==> src/rtl/beet_pkg.sv <==
package beet_pkg;
  localparam int unsigned CODE_W_DEF = 8;
  localparam int unsigned FRAC_W_DEF = 4;
  localparam int unsigned CORR_W_DEF = 6;
endpackage

==> src/rtl/beet_table.sv <==
module beet_table #(
  parameter int unsigned CODE_W = beet_pkg::CODE_W_DEF,
  parameter int unsigned CORR_W = beet_pkg::CORR_W_DEF
) (
  input  logic              clk_i,
  input  logic              rst_ni,
  input  logic              we_i,
  input  logic [CODE_W-1:0] waddr_i,
  input  logic [CORR_W-1:0] wdata_i,
  input  logic              re_i,
  input  logic [CODE_W-1:0] raddr_i,
  output logic [CORR_W-1:0] rdata_o
);
  localparam int unsigned DEPTH = 1 << CODE_W;

  logic [CORR_W-1:0] mem_q [DEPTH];

  always_ff @(posedge clk_i or negedge rst_ni) begin
    if (!rst_ni) begin
      for (int i = 0; i < DEPTH; i++) mem_q[i] <= '0;
    end else if (we_i) begin
      mem_q[waddr_i] <= wdata_i;
    end
  end

  // read sees contents before any same-edge write
  always_ff @(posedge clk_i or negedge rst_ni) begin
    if (!rst_ni)   rdata_o <= '0;
    else if (re_i) rdata_o <= mem_q[raddr_i];
  end
endmodule

==> src/rtl/beet_add_sat.sv <==
module beet_add_sat #(
  parameter int unsigned CODE_W = beet_pkg::CODE_W_DEF,
  parameter int unsigned FRAC_W = beet_pkg::FRAC_W_DEF,
  parameter int unsigned CORR_W = beet_pkg::CORR_W_DEF
) (
  input  logic                     clk_i,
  input  logic                     rst_ni,
  input  logic                     valid_i,
  input  logic [CODE_W-1:0]        code_i,
  input  logic [CORR_W-1:0]        corr_i,
  output logic                     valid_o,
  output logic [CODE_W+FRAC_W-1:0] data_o
);
  localparam int unsigned OUT_W = CODE_W + FRAC_W;
  localparam int unsigned SUM_W = OUT_W + 1;
  localparam logic [OUT_W-1:0] MAX_V = {1'b0, {(OUT_W-1){1'b1}}};
  localparam logic [OUT_W-1:0] MIN_V = {1'b1, {(OUT_W-1){1'b0}}};

  logic [SUM_W-1:0] code_x, corr_x, sum;
  logic [OUT_W-1:0] sat;

  always_comb begin
    code_x = {{(SUM_W-CODE_W){code_i[CODE_W-1]}}, code_i} << FRAC_W;
    corr_x = {{(SUM_W-CORR_W){corr_i[CORR_W-1]}}, corr_i};
    sum    = code_x + corr_x;
    if (sum[SUM_W-1] != sum[SUM_W-2]) sat = sum[SUM_W-1] ? MIN_V : MAX_V;
    else                              sat = sum[OUT_W-1:0];
  end

  always_ff @(posedge clk_i or negedge rst_ni) begin
    if (!rst_ni) begin
      valid_o <= 1'b0;
      data_o  <= '0;
    end else begin
      valid_o <= valid_i;
      if (valid_i) data_o <= sat;
    end
  end
endmodule

==> src/rtl/beet_comp.sv <==
module beet_comp #(
  parameter int unsigned CODE_W = beet_pkg::CODE_W_DEF,
  parameter int unsigned FRAC_W = beet_pkg::FRAC_W_DEF,
  parameter int unsigned CORR_W = beet_pkg::CORR_W_DEF
) (
  input  logic                     clk_i,
  input  logic                     rst_ni,
  input  logic                     valid_i,
  input  logic [CODE_W-1:0]        code_i,
  input  logic                     tbl_we_i,
  input  logic [CODE_W-1:0]        tbl_addr_i,
  input  logic [CORR_W-1:0]        tbl_data_i,
  output logic                     valid_o,
  output logic [CODE_W+FRAC_W-1:0] data_o
);
  logic              s1_valid_q;
  logic [CODE_W-1:0] s1_code_q;
  logic [CORR_W-1:0] s1_corr;

  beet_table #(.CODE_W(CODE_W), .CORR_W(CORR_W)) u_table (
    .clk_i   (clk_i),
    .rst_ni  (rst_ni),
    .we_i    (tbl_we_i),
    .waddr_i (tbl_addr_i),
    .wdata_i (tbl_data_i),
    .re_i    (valid_i),
    .raddr_i (code_i),
    .rdata_o (s1_corr)
  );

  always_ff @(posedge clk_i or negedge rst_ni) begin
    if (!rst_ni) begin
      s1_valid_q <= 1'b0;
      s1_code_q  <= '0;
    end else begin
      s1_valid_q <= valid_i;
      if (valid_i) s1_code_q <= code_i;
    end
  end

  beet_add_sat #(.CODE_W(CODE_W), .FRAC_W(FRAC_W), .CORR_W(CORR_W)) u_add (
    .clk_i   (clk_i),
    .rst_ni  (rst_ni),
    .valid_i (s1_valid_q),
    .code_i  (s1_code_q),
    .corr_i  (s1_corr),
    .valid_o (valid_o),
    .data_o  (data_o)
  );
endmodule

==> config.mk <==
export PLATFORM = sky130hd
export DESIGN_NAME = beet_comp
export DESIGN_NICKNAME = d
export VERILOG_FILES = /design/src/rtl/beet_pkg.sv /design/src/rtl/beet_table.sv /design/src/rtl/beet_add_sat.sv /design/src/rtl/beet_comp.sv
export SDC_FILE = /design/constraint.sdc
export NUM_CORES = 2
export LEC_CHECK = 0
export ABC_AREA = 1
export BUFFER_PORTS_ARGS = -buffer_cell sky130_fd_sc_hd__buf_4
export CELL_PAD_IN_SITES_DETAIL_PLACEMENT = 0
export CELL_PAD_IN_SITES_GLOBAL_PLACEMENT = 1
export CORE_AREA = 2 2 383 385
export DETAILED_ROUTE_END_ITERATION = 6
export DIE_AREA = 0 0 385 387
export PLACE_DENSITY_LB_ADDON = 0.3
export SETUP_SLACK_MARGIN = 0.02
export SYNTH_ARGS = -nofsm -noshare
export SYNTH_HDL_FRONTEND = slang
export SYNTH_SLANG_ARGS = --single-unit
==> constraint.sdc <==
create_clock -name clk_i -period 5.4 [get_ports clk_i]
set_input_delay 0.27 -clock clk_i [delete_from_list [all_inputs] [get_ports clk_i]]
set_output_delay 0.27 -clock clk_i [all_outputs]
set_load 0.005 [all_outputs]
==> flow_summary.yaml <==
status:
  status: "finished, violations left"
  violations: "DRC"
route:
  drt-initial-drc-count: 7533
  dr.pass1.iters: 7
  wl_um: 235000
  num_vias: 62000
  route.detailed.drc: 9
  wl_per_cell_um: 22.2
  vias_per_cell: 5.85
  ant_nets: 0
global_route:
  grt_pass1_wl_um: 366000
  grt_pass1_vias: 58300
  grt_max_degree: 173
  gr-usage-all-layers: 0.316
  overflow: 0
  grt_antenna_before_repair: 6
clock_tree:
  clk_pin_slew_ps: 60
  clock_sinks: 1564
  clk_latency_ps: 810
  cts-root-buf: "clkbuf_16"
  numCtsBuffers: 170
  cts_tree: "built"
  ctsHtreeMaxLevel: 4
  clock_path_buffers: 3
final_layout:
  layout.nets: 8571
  antennaDiodeCount: 0
  fill_cells: 13700
  drive_above_1_share: 0.0539
  syn2layout_area_growth_pct: 8.73
  stdcell_area_um2: 78200
synth:
  synth_top_area_cell: "dfrtp_1"
  ys_seq_elements: 1564
  synth_common_cells: "nand2_1 (3300), dfrtp_1 (1564), nand3_1 (1467)"
  synth_flop_cell: "dfrtp_1"
  synth.distinct_cells: 29
  syn_inst: 9009
  ys_seq_area_frac: 0.544
  synth_area_leaders: "dfrtp_1 (54%), nand2_1 (17%), nand3_1 (10%)"
  synth_edf_count: 0
  synthMostInstantiatedCell: "nand2_1"
  syn_area_um2: 71900
  synth_top_area_frac: 0.544
  yosys_warnings: 0
  synth_nets: 9044
  async_flop_share: 1.00
  syn_area_per_cell_um2: 7.98
floorplan:
  die_area_um2: 149000
  floorplan.initialDensity: 0.496
  die_w_um: 385
  ioPinCount: 39
  die_h_um: 387
  rows: 140
  core_area_um2: 145000
place:
  dp_hpwl_um: 135000
  place.gp.congestion: 0.872
  dpl_cell_area_um2: 72300
  port_buffers: 38
setup_path:
  cp.arrival_ps: 4380
  worstSetupPathType: "input pin to flop"
  critPathLaunchType: "input pin"
  cp_max_fo: 85
  end_kind: "flop"
  critPathRequiredTime_ps: 6150
power:
  ir_drop_mv: 0.318
  p_leak_uw: 0.0346
  power_density_nw_per_um2: 351
timing:
  setup_tns_ps: 0
  fin_crit_sh: 0.672
  relSlewSlack: 0.119
  worst_pin_slew_ps: 1320
  finalSetupViolCount: 0
  finalHoldViolations: 0
  clock_skew_ps: 31.8
  max_freq_mhz: 275
  drv_slew: 0
  grt_setup_unrepaired: "no"
  period_minus_slack_ps: 3630
worst_hold_path:
  hold_class: "input pin to flop"
flow_run:
  maxCapViolations: 0
## sequential cells by signal, summed over array words and instances, names as in the netlist
| name | count |
|---|---|
| u_add.valid_o | 1 |
| s1_valid_q | 1 |
| u_table.rdata_o | 6 |
| u_table.mem_q | 1536 |
| s1_code_q | 8 |
| u_add.data_o | 12 |
## timing repair
item                                   4_1_cts  5_1_grt
buffers inserted                             0        0
endpoints found under the hold margin      268        0
hold buffers                                10        0
resized for setup                            0        0
## routing by layer
metal  wire length, µm  part of all wire  vias up  track usage
met3             20200             0.086      433       0.0639
met1            104000              0.44    30300        0.466
met5                40           0.00017        -            0
li1                  -                 -    28700            -
met4              7230             0.031        6       0.0964
met2            104000              0.44     2565        0.469
## worst paths after layout
kind	cells past startpoint	slack (ps)	to	start
worst max-delay path	16	1770	u_table.rdata_o[1]	code_i[2]
worst min-delay path	3	5	u_table.mem_q[771]	tbl_data_i[3]
worst max register to register	14	2340	u_table.rdata_o[1]	u_table.mem_q[283]
worst min register to register	2	480	u_table.mem_q[1169]	u_table.mem_q[1169]
max in group asynchronous	3	3620	u_table.mem_q[603]	rst_ni
min in group asynchronous	2	110	u_table.mem_q[188]	rst_ni
## final cells by class
cell class	instances	area, µm²	area share
clock buffers	244	5030	0.0643
clock inverters	67	761	0.00973
inverters	57	282	0.00360
multi-input cells	6589	28900	0.370
flip-flops and latches	1564	39100	0.501
well taps	1917	2400	0.0307
repair buffers	154	1650	0.0210
## worst max-delay path: stages
cell and delay [ps]:
buf_6 200, inv_6 710, buf_12 440, buf_4 360, nand3_1 110, nand3_1 100
nand3_1 320, nand3_1 230, nand2_1 70, nand2_1 90, nand3_1 60, dlygate4sd3_1 570
nand2_1 70, dlygate4sd3_1 540, nand2_1 50, nand2_1 50
## power by group
part / switching, µW / internal, µW
combinational: 1920 / 765
clock: 4980 / 7110
sequential: 358 / 12300
## placed cells by master, fill, tap and decap left out, types with 3 or more instances in the layout
master         count
a21oi_1          112
buf_12            34
buf_4            106
bufinv_16         13
clkbuf_1          32
clkbuf_16        177
clkbuf_8          35
clkinv_2          32
clkinvlp_4         9
dfrtp_1         1564
dlygate4sd3_1     10
ha_1               8
inv_1             38
inv_2              8
inv_6              8
inv_8              9
nand2_1         3300
nand2_2            3
nand3_1         1467
nor2_1           166
nor2_2             6
nor3_2             5
nor3_4            12
o21ai_0         1158
o21ai_1          327
o22ai_1           12
xor2_1             4
## per-stage QoR
| step | power, µW | worst slack, ps | hold slack (ps) | utilization | std cells |
|---|---|---|---|---|---|
| finish | 27500 | 1770 | 4.90 | 0.540 | 10600 |
| global route | 28500 | 1640 | 34.6 | 0.540 | 10600 |
| CTS | 27600 | 1920 | 8.93 | 0.540 | 10600 |
| detailed placement | 15600 | 2010 | 368 | 0.499 | 10300 |
| global placement | 15500 | 2010 | 379 | 0.499 | 10300 |
| floorplan | 14400 | 3190 | -25.6 | - | 9009 |
## kinds of logic (layout without fill, tap and decap cells)
group,Yosys count,in the layout,synth area share
compound gates,1611,1611,0.112
flops,1564,1564,0.544
xor+xnor,6,6,0.000731
buf+inv,856,522,0.0537
simple gates,4963,4963,0.287
fa+ha+maj,9,9,0.00167
(Power assumes the default switching activity.)
